### src/rtl/mcc_pkg.sv
package mcc_pkg;

  typedef enum logic [2:0] {
    ST_IDLE,
    ST_WALK,
    ST_BUSREQ,
    ST_DRAIN,
    ST_READY
  } walk_st_e;

  // first tile index touched by a pixel span
  function automatic int unsigned tile_first(input int unsigned pos, input int unsigned lg);
    return pos >> lg;
  endfunction

  // last tile index touched by a pixel span of len >= 1
  function automatic int unsigned tile_last(input int unsigned pos, input int unsigned len,
                                            input int unsigned lg);
    return (pos + len - 1) >> lg;
  endfunction

  // byte slot of a pixel inside its tile, row-major
  function automatic int unsigned byte_slot(input int unsigned px, input int unsigned py,
                                            input int unsigned twl, input int unsigned thl);
    return ((py & ((32'd1 << thl) - 1)) << twl) | (px & ((32'd1 << twl) - 1));
  endfunction

  // set index: low column bits, then low row bits above them
  function automatic int unsigned set_index(input int unsigned tx, input int unsigned ty,
                                            input int unsigned xb, input int unsigned yb);
    return ((ty & ((32'd1 << yb) - 1)) << xb) | (tx & ((32'd1 << xb) - 1));
  endfunction

endpackage

### src/rtl/mcc_tags.sv
module mcc_tags #(
  parameter int FW   = 2,
  parameter int TXW  = 6,
  parameter int TYW  = 7,
  parameter int SETS = 8,
  parameter int XB   = 2,
  localparam int SIB  = $clog2(SETS),
  localparam int IDW  = SIB + 1,
  localparam int LINES = SETS * 2,
  localparam int YB   = SIB - XB,
  localparam int TAGW = FW + TXW + TYW
) (
  input  logic           clk,
  input  logic           rst_n,
  // walker lookup port
  input  logic [FW-1:0]  a_frame,
  input  logic [TXW-1:0] a_tx,
  input  logic [TYW-1:0] a_ty,
  output logic           a_hit,
  output logic           a_hit_way,
  output logic           a_victim_way,
  output logic [SIB-1:0] a_set,
  // update on the looked-up set
  input  logic           upd_en,
  input  logic           upd_alloc,
  input  logic           upd_way,
  input  logic           pin_clear,
  // refill completion
  input  logic           rsp_en,
  input  logic [IDW-1:0] rsp_id,
  // pixel read lookup port
  input  logic [FW-1:0]  b_frame,
  input  logic [TXW-1:0] b_tx,
  input  logic [TYW-1:0] b_ty,
  output logic           b_hit,
  output logic [IDW-1:0] b_id,
  output logic           pend_any
);

  logic [TAGW-1:0]  tag_q [LINES];
  logic [LINES-1:0] valid_q, pend_q, pin_q;
  logic [SETS-1:0]  lru_q;

  logic [TAGW-1:0]  a_key, b_key;
  logic [SIB-1:0]   b_set;
  logic [1:0]       hit_a, hit_b;
  logic [IDW-1:0]   upd_idx;

  assign a_set = SIB'(mcc_pkg::set_index(a_tx, a_ty, XB, YB));
  assign b_set = SIB'(mcc_pkg::set_index(b_tx, b_ty, XB, YB));
  assign a_key = {a_frame, a_tx, a_ty};
  assign b_key = {b_frame, b_tx, b_ty};

  for (genvar g = 0; g < 2; g++) begin : g_way
    logic [IDW-1:0] ia, ib;
    assign ia       = {a_set, 1'(g)};
    assign ib       = {b_set, 1'(g)};
    assign hit_a[g] = valid_q[ia] && (tag_q[ia] == a_key);
    assign hit_b[g] = valid_q[ib] && (tag_q[ib] == b_key);
  end

  assign a_hit     = |hit_a;
  assign a_hit_way = hit_a[1];
  assign b_hit     = |hit_b;
  assign b_id      = {b_set, hit_b[1]};
  assign pend_any  = |pend_q;
  assign upd_idx   = {a_set, upd_way};

  // victim: invalid way first, then LRU unless it is locked
  always_comb begin
    logic lw;
    lw = lru_q[a_set];
    a_victim_way = 1'b0;
    if (!valid_q[{a_set, 1'b0}])      a_victim_way = 1'b0;
    else if (!valid_q[{a_set, 1'b1}]) a_victim_way = 1'b1;
    else if (pin_q[{a_set, lw}])      a_victim_way = ~lw;
    else                              a_victim_way = lw;
  end

  always_ff @(posedge clk) begin
    if (!rst_n) begin
      valid_q <= '0;
      pend_q  <= '0;
      pin_q   <= '0;
      lru_q   <= '0;
      for (int i = 0; i < LINES; i++) tag_q[i] <= '0;
    end else begin
      if (pin_clear) pin_q <= '0;
      if (rsp_en)    pend_q[rsp_id] <= 1'b0;
      if (upd_en) begin
        pin_q[upd_idx] <= 1'b1;
        lru_q[a_set]   <= ~upd_way;
        if (upd_alloc) begin
          tag_q[upd_idx]   <= a_key;
          valid_q[upd_idx] <= 1'b1;
          pend_q[upd_idx]  <= 1'b1;
        end
      end
    end
  end

  AST_VICTIM_UNLOCKED: assert property (@(posedge clk) disable iff (!rst_n)
    upd_en && upd_alloc |-> !pin_q[upd_idx]);
  AST_RSP_OUTSTANDING: assert property (@(posedge clk) disable iff (!rst_n)
    rsp_en |-> pend_q[rsp_id]);
  AST_HIT_SINGLE_WAY: assert property (@(posedge clk) disable iff (!rst_n)
    upd_en |-> !(hit_a[0] && hit_a[1]));

endmodule

### src/rtl/mcc_lines.sv
module mcc_lines #(
  parameter int LINES = 16,
  parameter int PW    = 8,
  parameter int TW    = 4,
  parameter int TH    = 2,
  localparam int IDW   = $clog2(LINES),
  localparam int NPIX  = TW * TH,
  localparam int SLW   = $clog2(NPIX),
  localparam int LINEW = NPIX * PW
) (
  input  logic             clk,
  input  logic             rst_n,
  input  logic             wr_en,
  input  logic [IDW-1:0]   wr_id,
  input  logic [LINEW-1:0] wr_data,
  input  logic             rd_en,
  input  logic [IDW-1:0]   rd_id,
  input  logic [SLW-1:0]   rd_slot,
  output logic             rd_valid_o,
  output logic [PW-1:0]    rd_data_o
);

  logic [NPIX-1:0][PW-1:0] line_q [LINES];

  always_ff @(posedge clk) begin
    if (wr_en) line_q[wr_id] <= wr_data;
  end

  always_ff @(posedge clk) begin
    if (!rst_n) begin
      rd_valid_o <= 1'b0;
      rd_data_o  <= '0;
    end else begin
      rd_valid_o <= rd_en;
      if (rd_en) rd_data_o <= line_q[rd_id][rd_slot];
    end
  end

endmodule

### src/rtl/mcc_walker.sv
module mcc_walker import mcc_pkg::*; #(
  parameter int CW   = 8,
  parameter int SW   = 5,
  parameter int FW   = 2,
  parameter int TWL  = 2,
  parameter int THL  = 1,
  parameter int MAXT = 4,
  parameter int CNTW = 16,
  parameter int SIB  = 3,
  localparam int TXW = CW - TWL,
  localparam int TYW = CW - THL,
  localparam int IDW = SIB + 1
) (
  input  logic            clk,
  input  logic            rst_n,
  input  logic            req_valid,
  input  logic [FW-1:0]   req_frame,
  input  logic [CW-1:0]   req_x,
  input  logic [CW-1:0]   req_y,
  input  logic [SW-1:0]   req_w,
  input  logic [SW-1:0]   req_h,
  output logic            req_accept,
  output logic            win_ready,
  output logic [FW-1:0]   cur_frame,
  output logic [TXW-1:0]  cur_tx,
  output logic [TYW-1:0]  cur_ty,
  input  logic            a_hit,
  input  logic            a_hit_way,
  input  logic            a_victim_way,
  input  logic [SIB-1:0]  a_set,
  input  logic            pend_any,
  output logic            upd_en,
  output logic            upd_alloc,
  output logic            upd_way,
  output logic            pin_clear,
  output logic            mem_req_valid,
  input  logic            mem_req_ready,
  output logic [IDW-1:0]  mem_req_id,
  output logic [CNTW-1:0] hit_count,
  output logic [CNTW-1:0] miss_count
);

  walk_st_e       st_q;
  logic [TXW-1:0] tx0_q, tx1_q;
  logic [TYW-1:0] ty1_q;
  logic [IDW-1:0] id_q;
  logic           take, row_end, last_tile, step;
  logic [TXW-1:0] req_tx0, req_tx1;
  logic [TYW-1:0] req_ty0, req_ty1;

  assign req_tx0 = TXW'(tile_first(req_x, TWL));
  assign req_tx1 = TXW'(tile_last(req_x, req_w, TWL));
  assign req_ty0 = TYW'(tile_first(req_y, THL));
  assign req_ty1 = TYW'(tile_last(req_y, req_h, THL));

  assign req_accept    = (st_q == ST_IDLE) || (st_q == ST_READY);
  assign win_ready     = (st_q == ST_READY);
  assign take          = req_valid && req_accept;
  assign pin_clear     = take;
  assign upd_en        = (st_q == ST_WALK);
  assign upd_alloc     = !a_hit;
  assign upd_way       = a_hit ? a_hit_way : a_victim_way;
  assign mem_req_valid = (st_q == ST_BUSREQ);
  assign mem_req_id    = id_q;
  assign row_end       = (cur_tx == tx1_q);
  assign last_tile     = row_end && (cur_ty == ty1_q);
  assign step          = ((st_q == ST_WALK) && a_hit) || ((st_q == ST_BUSREQ) && mem_req_ready);

  always_ff @(posedge clk) begin
    if (!rst_n) begin
      st_q       <= ST_IDLE;
      cur_frame  <= '0;
      cur_tx     <= '0;
      cur_ty     <= '0;
      tx0_q      <= '0;
      tx1_q      <= '0;
      ty1_q      <= '0;
      id_q       <= '0;
      hit_count  <= '0;
      miss_count <= '0;
    end else begin
      case (st_q)
        ST_IDLE, ST_READY: begin
          if (take) begin
            cur_frame <= req_frame;
            cur_tx    <= req_tx0;
            tx0_q     <= req_tx0;
            tx1_q     <= req_tx1;
            cur_ty    <= req_ty0;
            ty1_q     <= req_ty1;
            st_q      <= ST_WALK;
          end
        end
        ST_WALK: begin
          if (a_hit) hit_count <= hit_count + 1'b1;
          else begin
            miss_count <= miss_count + 1'b1;
            id_q       <= {a_set, a_victim_way};
            st_q       <= ST_BUSREQ;
          end
        end
        ST_DRAIN: if (!pend_any) st_q <= ST_READY;
        default: ;
      endcase
      if (step) begin
        if (last_tile) st_q <= ST_DRAIN;
        else begin
          st_q <= ST_WALK;
          if (row_end) begin
            cur_tx <= tx0_q;
            cur_ty <= cur_ty + 1'b1;
          end else begin
            cur_tx <= cur_tx + 1'b1;
          end
        end
      end
    end
  end

  AST_SPAN_LIMIT: assert property (@(posedge clk) disable iff (!rst_n)
    take |-> (tile_last(req_x, req_w, TWL) - tile_first(req_x, TWL) < MAXT) &&
             (tile_last(req_y, req_h, THL) - tile_first(req_y, THL) < MAXT) &&
             (req_w != '0) && (req_h != '0));
  AST_REQ_HELD: assert property (@(posedge clk) disable iff (!rst_n)
    mem_req_valid && !mem_req_ready |=> mem_req_valid &&
      $stable({mem_req_id, cur_frame, cur_tx, cur_ty}));
  AST_ONE_COUNT_STEP: assert property (@(posedge clk) disable iff (!rst_n)
    hit_count != $past(hit_count) |-> miss_count == $past(miss_count));
  AST_TAKE_DROPS_READY: assert property (@(posedge clk) disable iff (!rst_n)
    take |=> !win_ready && !req_accept);

endmodule

### src/rtl/mcc_ref_cache.sv
module mcc_ref_cache #(
  parameter int FW   = 2,
  parameter int CW   = 8,
  parameter int SW   = 5,
  parameter int TW   = 4,
  parameter int TH   = 2,
  parameter int PW   = 8,
  parameter int SETS = 8,
  parameter int MAXT = 4,
  parameter int CNTW = 16,
  localparam int TWL   = $clog2(TW),
  localparam int THL   = $clog2(TH),
  localparam int TXW   = CW - TWL,
  localparam int TYW   = CW - THL,
  localparam int SIB   = $clog2(SETS),
  localparam int IDW   = SIB + 1,
  localparam int XB    = $clog2(MAXT),
  localparam int NPIX  = TW * TH,
  localparam int SLW   = $clog2(NPIX),
  localparam int LINEW = NPIX * PW
) (
  input  logic             clk,
  input  logic             rst_n,
  input  logic             req_valid,
  input  logic [FW-1:0]    req_frame,
  input  logic [CW-1:0]    req_x,
  input  logic [CW-1:0]    req_y,
  input  logic [SW-1:0]    req_w,
  input  logic [SW-1:0]    req_h,
  output logic             req_accept,
  output logic             win_ready,
  input  logic             rd_valid,
  input  logic [CW-1:0]    rd_x,
  input  logic [CW-1:0]    rd_y,
  output logic             rd_data_valid,
  output logic [PW-1:0]    rd_data,
  output logic             mem_req_valid,
  input  logic             mem_req_ready,
  output logic [IDW-1:0]   mem_req_id,
  output logic [FW-1:0]    mem_req_frame,
  output logic [TXW-1:0]   mem_req_tx,
  output logic [TYW-1:0]   mem_req_ty,
  input  logic             mem_rsp_valid,
  input  logic [IDW-1:0]   mem_rsp_id,
  input  logic [LINEW-1:0] mem_rsp_data,
  output logic [CNTW-1:0]  hit_count,
  output logic [CNTW-1:0]  miss_count
);

  // named internal events
  logic           a_hit, a_hit_way, a_victim_way;
  logic [SIB-1:0] a_set;
  logic           upd_en, upd_alloc, upd_way, pin_clear, pend_any;
  logic           b_hit;
  logic [IDW-1:0] b_id;
  logic [TXW-1:0] b_tx;
  logic [TYW-1:0] b_ty;
  logic [SLW-1:0] b_slot;
  logic           rd_fire;

  assign b_tx    = TXW'(mcc_pkg::tile_first(rd_x, TWL));
  assign b_ty    = TYW'(mcc_pkg::tile_first(rd_y, THL));
  assign b_slot  = SLW'(mcc_pkg::byte_slot(rd_x, rd_y, TWL, THL));
  assign rd_fire = rd_valid && win_ready && b_hit;

  mcc_walker #(
    .CW(CW), .SW(SW), .FW(FW), .TWL(TWL), .THL(THL),
    .MAXT(MAXT), .CNTW(CNTW), .SIB(SIB)
  ) u_walker (
    .clk(clk), .rst_n(rst_n),
    .req_valid(req_valid), .req_frame(req_frame), .req_x(req_x), .req_y(req_y),
    .req_w(req_w), .req_h(req_h), .req_accept(req_accept), .win_ready(win_ready),
    .cur_frame(mem_req_frame), .cur_tx(mem_req_tx), .cur_ty(mem_req_ty),
    .a_hit(a_hit), .a_hit_way(a_hit_way), .a_victim_way(a_victim_way), .a_set(a_set),
    .pend_any(pend_any), .upd_en(upd_en), .upd_alloc(upd_alloc), .upd_way(upd_way),
    .pin_clear(pin_clear), .mem_req_valid(mem_req_valid), .mem_req_ready(mem_req_ready),
    .mem_req_id(mem_req_id), .hit_count(hit_count), .miss_count(miss_count)
  );

  mcc_tags #(
    .FW(FW), .TXW(TXW), .TYW(TYW), .SETS(SETS), .XB(XB)
  ) u_tags (
    .clk(clk), .rst_n(rst_n),
    .a_frame(mem_req_frame), .a_tx(mem_req_tx), .a_ty(mem_req_ty),
    .a_hit(a_hit), .a_hit_way(a_hit_way), .a_victim_way(a_victim_way), .a_set(a_set),
    .upd_en(upd_en), .upd_alloc(upd_alloc), .upd_way(upd_way), .pin_clear(pin_clear),
    .rsp_en(mem_rsp_valid), .rsp_id(mem_rsp_id),
    .b_frame(mem_req_frame), .b_tx(b_tx), .b_ty(b_ty), .b_hit(b_hit), .b_id(b_id),
    .pend_any(pend_any)
  );

  mcc_lines #(
    .LINES(SETS * 2), .PW(PW), .TW(TW), .TH(TH)
  ) u_lines (
    .clk(clk), .rst_n(rst_n),
    .wr_en(mem_rsp_valid), .wr_id(mem_rsp_id), .wr_data(mem_rsp_data),
    .rd_en(rd_fire), .rd_id(b_id), .rd_slot(b_slot),
    .rd_valid_o(rd_data_valid), .rd_data_o(rd_data)
  );

  AST_READY_DRAINED: assert property (@(posedge clk) disable iff (!rst_n)
    win_ready |-> !pend_any);
  AST_NO_FETCH_READY: assert property (@(posedge clk) disable iff (!rst_n)
    win_ready |-> !mem_req_valid);
  AST_READ_AFTER_READY: assert property (@(posedge clk) disable iff (!rst_n)
    rd_data_valid |-> $past(win_ready));

endmodule

### config.mk
export PLATFORM = sky130hd
export DESIGN_NAME = mcc_ref_cache
export DESIGN_NICKNAME = d
export VERILOG_FILES = /design/src/rtl/mcc_pkg.sv /design/src/rtl/mcc_tags.sv /design/src/rtl/mcc_lines.sv /design/src/rtl/mcc_walker.sv /design/src/rtl/mcc_ref_cache.sv
export SDC_FILE = /design/constraint.sdc
export NUM_CORES = 2
export LEC_CHECK = 0
export BUFFER_PORTS_ARGS = -buffer_cell sky130_fd_sc_hd__buf_4
export CAP_MARGIN = 15
export CORE_ASPECT_RATIO = 0.7
export CORE_UTILIZATION = 35
export DETAILED_ROUTE_END_ITERATION = 10
export GPL_TIMING_DRIVEN = 0
export SYNTH_ARGS = -nofsm -noshare
export SYNTH_HDL_FRONTEND = slang
export SYNTH_SLANG_ARGS = --single-unit
### constraint.sdc
create_clock -name clk -period 12.65 [get_ports clk]
set_clock_uncertainty 0.05 [all_clocks]
set_input_delay 2.53 -clock clk [delete_from_list [all_inputs] [get_ports clk]]
set_output_delay 2.53 -clock clk [all_outputs]
set_load 0.05 [all_outputs]
# After elaboration in Yosys (flattened, before gate mapping)

Memories as Yosys holds them, arrays and structs flattened.
Index checks and enable logic that the tools add are counted.

Memories: 2
Memory bits (writable): 1,264
Logic and storage cells: 146
Register bits: 138
Output and inout port bits: 63
Bits of input ports: 118

Order comparisons: 12
Equal/unequal tests: 13
Add/subtract/negate cells: 8
Bitwise gates (word level): 11
Mux-type cells: 58
Reduce and logical (&&, ||, !) cells: 26

Memory list:

| memory         | depth | width | read ports | clocked after memory_dff | wr ports | line            | source |
|---|---|---|---|---|---|---|---|
| u_lines.line_q | 16    | 64    | 1          | 0                        | 1        | mcc_lines.sv:23 | `logic [NPIX-1:0][PW-1:0] line_q [LINES];` |
| u_tags.tag_q   | 16    | 15    | 4          | 0                        | 16       | mcc_tags.sv:40  | `logic [TAGW-1:0] tag_q [LINES];` |

Operators with widths:

| operator              | number |
|---|---|
| $mux 16               | 7 |
| $eq 15x15->1          | 4 |
| $or 16x16->16         | 3 |
| $lt 4x5->1 const B    | 7 |
| $mux 7                | 5 |
| $add 16x1->16 const B | 2 |
| $mux 6                | 5 |
| $bmux 8 s3            | 1 |
| $mux 1                | 21 |
| $add 8x5->8           | 2 |
| $and 16x16->16        | 1 |
| $not 16->16           | 1 |
| $reduce_or 16->1      | 1 |
| $sub 8x1->8 const B   | 2 |
| $bmux 1 s3            | 5 |
| $mux 15               | 1 |
| $reduce_or 15->1      | 1 |
| $logic_and 1x1->1     | 13 |
| $mux 3                | 4 |
| $or 3x2->3            | 3 |
| $pmux 3 s3            | 1 |
| $bwmux 8              | 1 |
| $demux 1 s4           | 2 |
| $ge 4x1->1 const B    | 2 |
| other kinds (23)      | 33 |

# Depth between registers and ports, before layout

Word-level depth: 16
Depth in mapped cells: 19
Gate-level depth less buffers: 14

# Hierarchy

From an unflattened synthesis, not the netlist that was laid out.

Cells, all modules: 3,353
Area total of the unflattened synthesis: 59,112.9 µm²

Modules (own cells, without submodules):

| module        | sequential area each (µm²) | cells an instance | times used | area an instance (µm²) |
|---|---|---|---|---|
| mcc_lines     | 30,929.7                   | 1,706             | 1          | 39,495.4 |
| mcc_tags      | 8,328.0                    | 1,130             | 1          | 15,383.5 |
| mcc_walker    | 1,461.4                    | 516               | 1          | 4,227.8 |
| mcc_ref_cache | 0.0                        | 1                 | 1          | 6.3 |

# Least setup slack after synthesis

Ideal clock, no wire load.

Path type: input-to-reg
Start point: in mem_rsp_id[1]
End point: mem u_lines.line_q[0][0] (netlist name), enable pin
Stages on the path: 2
Data required time: 12,032 ps
Arrival: 7,443 ps
Path buffers: 0
Library setup time: 568 ps
Slack: 4,590 ps
Cell sequence: or3b_2 > nor3_1

RTL lines:

| element            | line                | source |
|---|---|---|
| start: declaration | mcc_ref_cache.sv:44 | `input logic [IDW-1:0] mem_rsp_id,` |
| end: declaration   | mcc_lines.sv:23     |  |

Straight into the memory's write port.

# Final worst setup path

Start point: in rd_y[1]
End point: reg u_lines.rd_data_o[1]

Longest elaborated chain between the ends: 7
Elaborated cells on any way between the ends: 15
Classes of those cells: eq/ne: 2; mux: 6; bitwise: 1; reduce/logical: 4; memory: 2

Ends and longest elaborated chain:

| element                                     | line                | source |
|---|---|---|
| start: declaration                          | mcc_ref_cache.sv:34 | `input logic [CW-1:0] rd_y,` |
| $or 3x2->3                                  | mcc_pkg.sv:31       | `return ((ty & ((32'd1 << yb) - 1)) << xb) \| (tx & ((32'd1 << xb) - 1));` |
| $mem_v2 16x15 or $bmux 1 s3 (tied branches) | -                   |  |
| $eq 15x15->1 or $mux 1 (tied branches)      | mcc_tags.sv:59      | `assign hit_b[g] = valid_q[ib] && (tag_q[ib] == b_key);` |
| $logic_and 1x1->1                           | mcc_tags.sv:59      |  |
| $mem_v2 16x64                               | -                   |  |
| $bmux 8 s3                                  | mcc_lines.sv:35     | `if (rd_en) rd_data_o <= line_q[rd_id][rd_slot];` |
| $mux 8 (not written as such)                | mcc_lines.sv:35     |  |
| end signal: assignment                      | mcc_lines.sv:35     |  |
| end: declaration                            | mcc_lines.sv:20     | `output logic [PW-1:0] rd_data_o` |

Several ways; a longest one is shown, not always the timed one. The select of a mux whose other input is x is not followed.
A chain may end at the register's enable or synchronous reset.

==> run_results.csv <==
group,metric,value,unit
pwr,clockPowerShare,40.9,%
logic_synthesis,ys_types,86,
logic_synthesis,synth_edf_count,1264,
pwr,intPower,7.92,mW
finish,final_net_count,4467,
finish,syn_to_final_growth,18.0,%
die,fp-row-count,126,
finish,layout-drive-gt1-share,19.4,%
sta,tightest_slew,1.31,ns
clock_network,cts.sinks,1402,
logic_synthesis,synth_top_family_by_area,"multiplexers",
clock_network,h-tree-depth,4,
logic_synthesis,syn_area_per_cell,15.3,µm²
pwr,p_sw_share,25.1,%
worst_setup_path,cp.required,13.27,ns
clock_network,insertion_delay,0.80,ns
global_route,grt-ovfl-total,0,
logic_synthesis,synth-async-reset-ratio,0,%
status,status,"complete, no violations",
finish,final_area,70300,µm²
finish,final_cells,6689,
die,dieArea,172000,µm²
logic_synthesis,synthSimpleGateAreaFrac,8.44,%
sta,relSlewSlack,12.7,%
routing,wl_met3,27.0,mm
worst_setup_path,worstSetupEndpointType,"flip-flop",
routing,route.met2.wl,83.7,mm
pwr,peakVddDrop,0.147,mV
place,placed_area,65400,µm²
place,place_inst,6413,
logic_synthesis,synth-compound-area-share,6.56,%
logic_synthesis,synthFlopType,"edfxtp_1",
worst_setup_path,arrival,8.59,ns
pwr,combPwrFrac,9.7,%
sta,drv_slew,0,
global_route,grt_pass1_wl,279,mm
sta,holdWs,0.409,ns
clock_network,root_buffer,"clkbuf_16",
clock_network,cts_tree,"built",
die,pin_count,181,
routing,via_count,38815,
logic_synthesis,syn_area,59600,µm²
clock_network,clockBufferDepth,3,
pwr,p_leak,24.3,nW
clock_network,cts.reportedPaths.clkPinSlew,0.06,ns
routing,vias_per_cell,5.80,
clock_network,cts_made_buffers,144,
sta,finalCriticalPeriod,7.97,ns
logic_synthesis,ys_warn_count,0,
worst_setup_path,start_kind,"input port",
sta,setup_viol,0,
logic_synthesis,synth_top_area_share,63.7,%
logic_synthesis,yosysSeqAreaShare,68.3,%
global_route,grt_usage,22.9,%
finish,final_common_cell,"edfxtp_1",
worst_setup_path,crit_type,"in2reg",
sta,fmax,125,MHz
logic_synthesis,synth_area_leaders,"edfxtp_1 64%, mux4_2 7.1%, dfxtp_1 4.6%",
clock_network,hold_buffers,0,
logic_synthesis,synth-adder-area-share,0.550,%
die,chipHeight,347,µm
logic_synthesis,synth-seq-cells,1402,
pwr,power-per-cell-area,150,nW/µm²
worst_setup_path,cp_top_family,"compound AO/OA/AOI/OAI gates",
routing,first_iter_violations,5822,
sta,rsz0062_at_grt,"no",
die,start_util,35.3,%
worst_setup_path,path_buf_inv,6,
global_route,grt_pass1_vias,36428,
routing,wl_met1,83.3,mm
logic_synthesis,syn_inst,3883,
clock_network,postCtsSetupBuffers,0,
global_route,grt_max_degree,23,
global_route,antenna_found_initial,10,
worst_setup_path,cp_slowest_cell,"nor4b_1",
die,die_w,495,µm
place,place.gp.congestion,0.944,
clock_network,cts_resized,0,
place,portBuffers,176,
logic_synthesis,yosys-mux-area-fraction,12.3,%
worst_setup_path,path_cells,"buf_4 > buf_2 > buf_2 > buf_2 > buf_1 > mux4_2 > o31ai_1 > o21ai_0 > a21oi_1 > nand3_1 > nor4b_1 > o21bai_1 > clkbuf_1 > a2111o_1 > a311oi_1 > o21ai_1",
pwr,seqPwrFrac,49.4,%
place,pre_cts_slack,4.28,ns
logic_synthesis,synth_xor_area_share,1.44,%
sta,finalHoldViolations,0,
pwr,p_sw,2.66,mW
worst_setup_path,crit_top_cell,"buf_2",
worst_setup_path,slowest_delay,0.89,ns
place,place_hpwl,141,mm
worst_hold_path,holdCritPathClass,"reg2reg",
routing,drt_pass1_iterations,6,
routing,route.antenna.remaining_nets,0,
sta,setup_ws,4.68,ns
flow_run,maxCapViolations,0,
routing,avgRoutedWirePerCell,30.0,µm
routing,wirelength,201,mm
routing,drc,0,
die,core,169000,µm²
sta,period_share,63.0,%
logic_synthesis,synth_top_area_cell,"edfxtp_1",
worst_setup_path,cp_max_fo,10,
finish,final_cell_mix,"1264 x edfxtp_1, 298 x nand2_1, 202 x mux2i_1",
routing,top_layer_used,"met5",
## layout make-up
class	count	area (µm²)
fillers	15145	98500
flip-flops and latches	1402	40700
multi-input cells	2187	17700
clock buffers	193	3990
repair buffers	272	2880
well taps	2240	2800
plain buffers	257	1210
clock inverters	71	821
inverters	60	225
diodes	7	17.5
## per-stage QoR
stage,util (%),TNS (ns),total power [mW]
final,41.7,0,10.6
after global routing,41.6,0,10.8
after CTS,41.6,0,10.6
after detailed placement,38.8,0,6.31
after global placement,37.8,-287.11,6.28
after floorplan,-,0,5.84
## synth_stat cells, types with 62 or more instances
master,n
a21oi_1,122
and2_1,196
clkbuf_1,144
dfxtp_1,138
edfxtp_1,1264
mux2_2,63
mux2i_1,202
mux4_2,188
nand2_1,298
nand3_1,116
nor2_1,145
nor3_1,75
o21ai_0,62
## final timing paths
check / start / to / slack, ns / cells after the start
setup / recovery: rd_y[1] / u_lines.rd_data_o[1]$_SDFFE_PN0P_ / 4.68 / 16
hold / removal: u_walker.tx0_q[3]$_SDFFE_PN0P_ / u_walker.tx0_q[3]$_SDFFE_PN0P_ / 0.41 / 2
setup reg to reg: u_walker.cur_ty[0]$_SDFF_PN0_ / u_tags.tag_q[7][13]$_SDFFCE_PN0P_ / 5.07 / 14
hold reg to reg: u_walker.tx0_q[3]$_SDFFE_PN0P_ / u_walker.tx0_q[3]$_SDFFE_PN0P_ / 0.41 / 2
## power by group through the flow
| stage | logic [mW] | registers [mW] | clock network (mW) |
|---|---|---|---|
| after detailed placement | 0.982 | 5.33 | 0 |
| after CTS | 0.985 | 5.23 | 4.36 |
| after global routing | 1.06 | 5.24 | 4.53 |
| after global placement | 0.943 | 5.34 | 0 |
| final | 1.02 | 5.23 | 4.33 |
| after floorplan | 0.512 | 5.33 | 0 |
## registers in the layout, summed over array words and instances, names as in the netlist, 4 cells and up
name,cells
u_walker.hit_count,16
u_lines.rd_data_o,8
u_walker.tx1_q,6
u_walker.miss_count,16
u_tags.valid_q,16
u_tags.tag_q,240
u_walker.tx0_q,6
u_walker.cur_tx,6
u_walker.mem_req_id,4
u_tags.lru_q,8
u_tags.pin_q,16
u_walker.ty1_q,7
u_lines.line_q,1024
u_tags.pend_q,16
u_walker.cur_ty,7
## cells by family (layout without fill, tap and decap cells)
| group | count (synthesis) | count (layout) |
|---|---|---|
| DFF | 1402 | 1402 |
| and+or+nand+nor | 1004 | 1004 |
| buffers and inverters | 317 | 853 |
| xor gates and xnor gates | 98 | 98 |
| AOI/OAI and AO/OA | 553 | 553 |
| muxes | 483 | 483 |
| adders and majority gates | 25 | 25 |
| other | 1 | 31 |
## metal layers
metal	track usage, %	up-vias
li1	-	16045
met1	33.1	19726
met2	32.1	2652
met3	7.44	390
met4	7.51	2
met5	0	-
## worst min-delay path, delay by kind of cell, from the launching register on
kind | cells | cell delay (ns)
AO/OA/AOI/OAI | 1 | 0.05
flip-flops | 1 | 0.31
AND/OR/NAND/NOR | 1 | 0.05
Power figures use the tool's default switching activity.
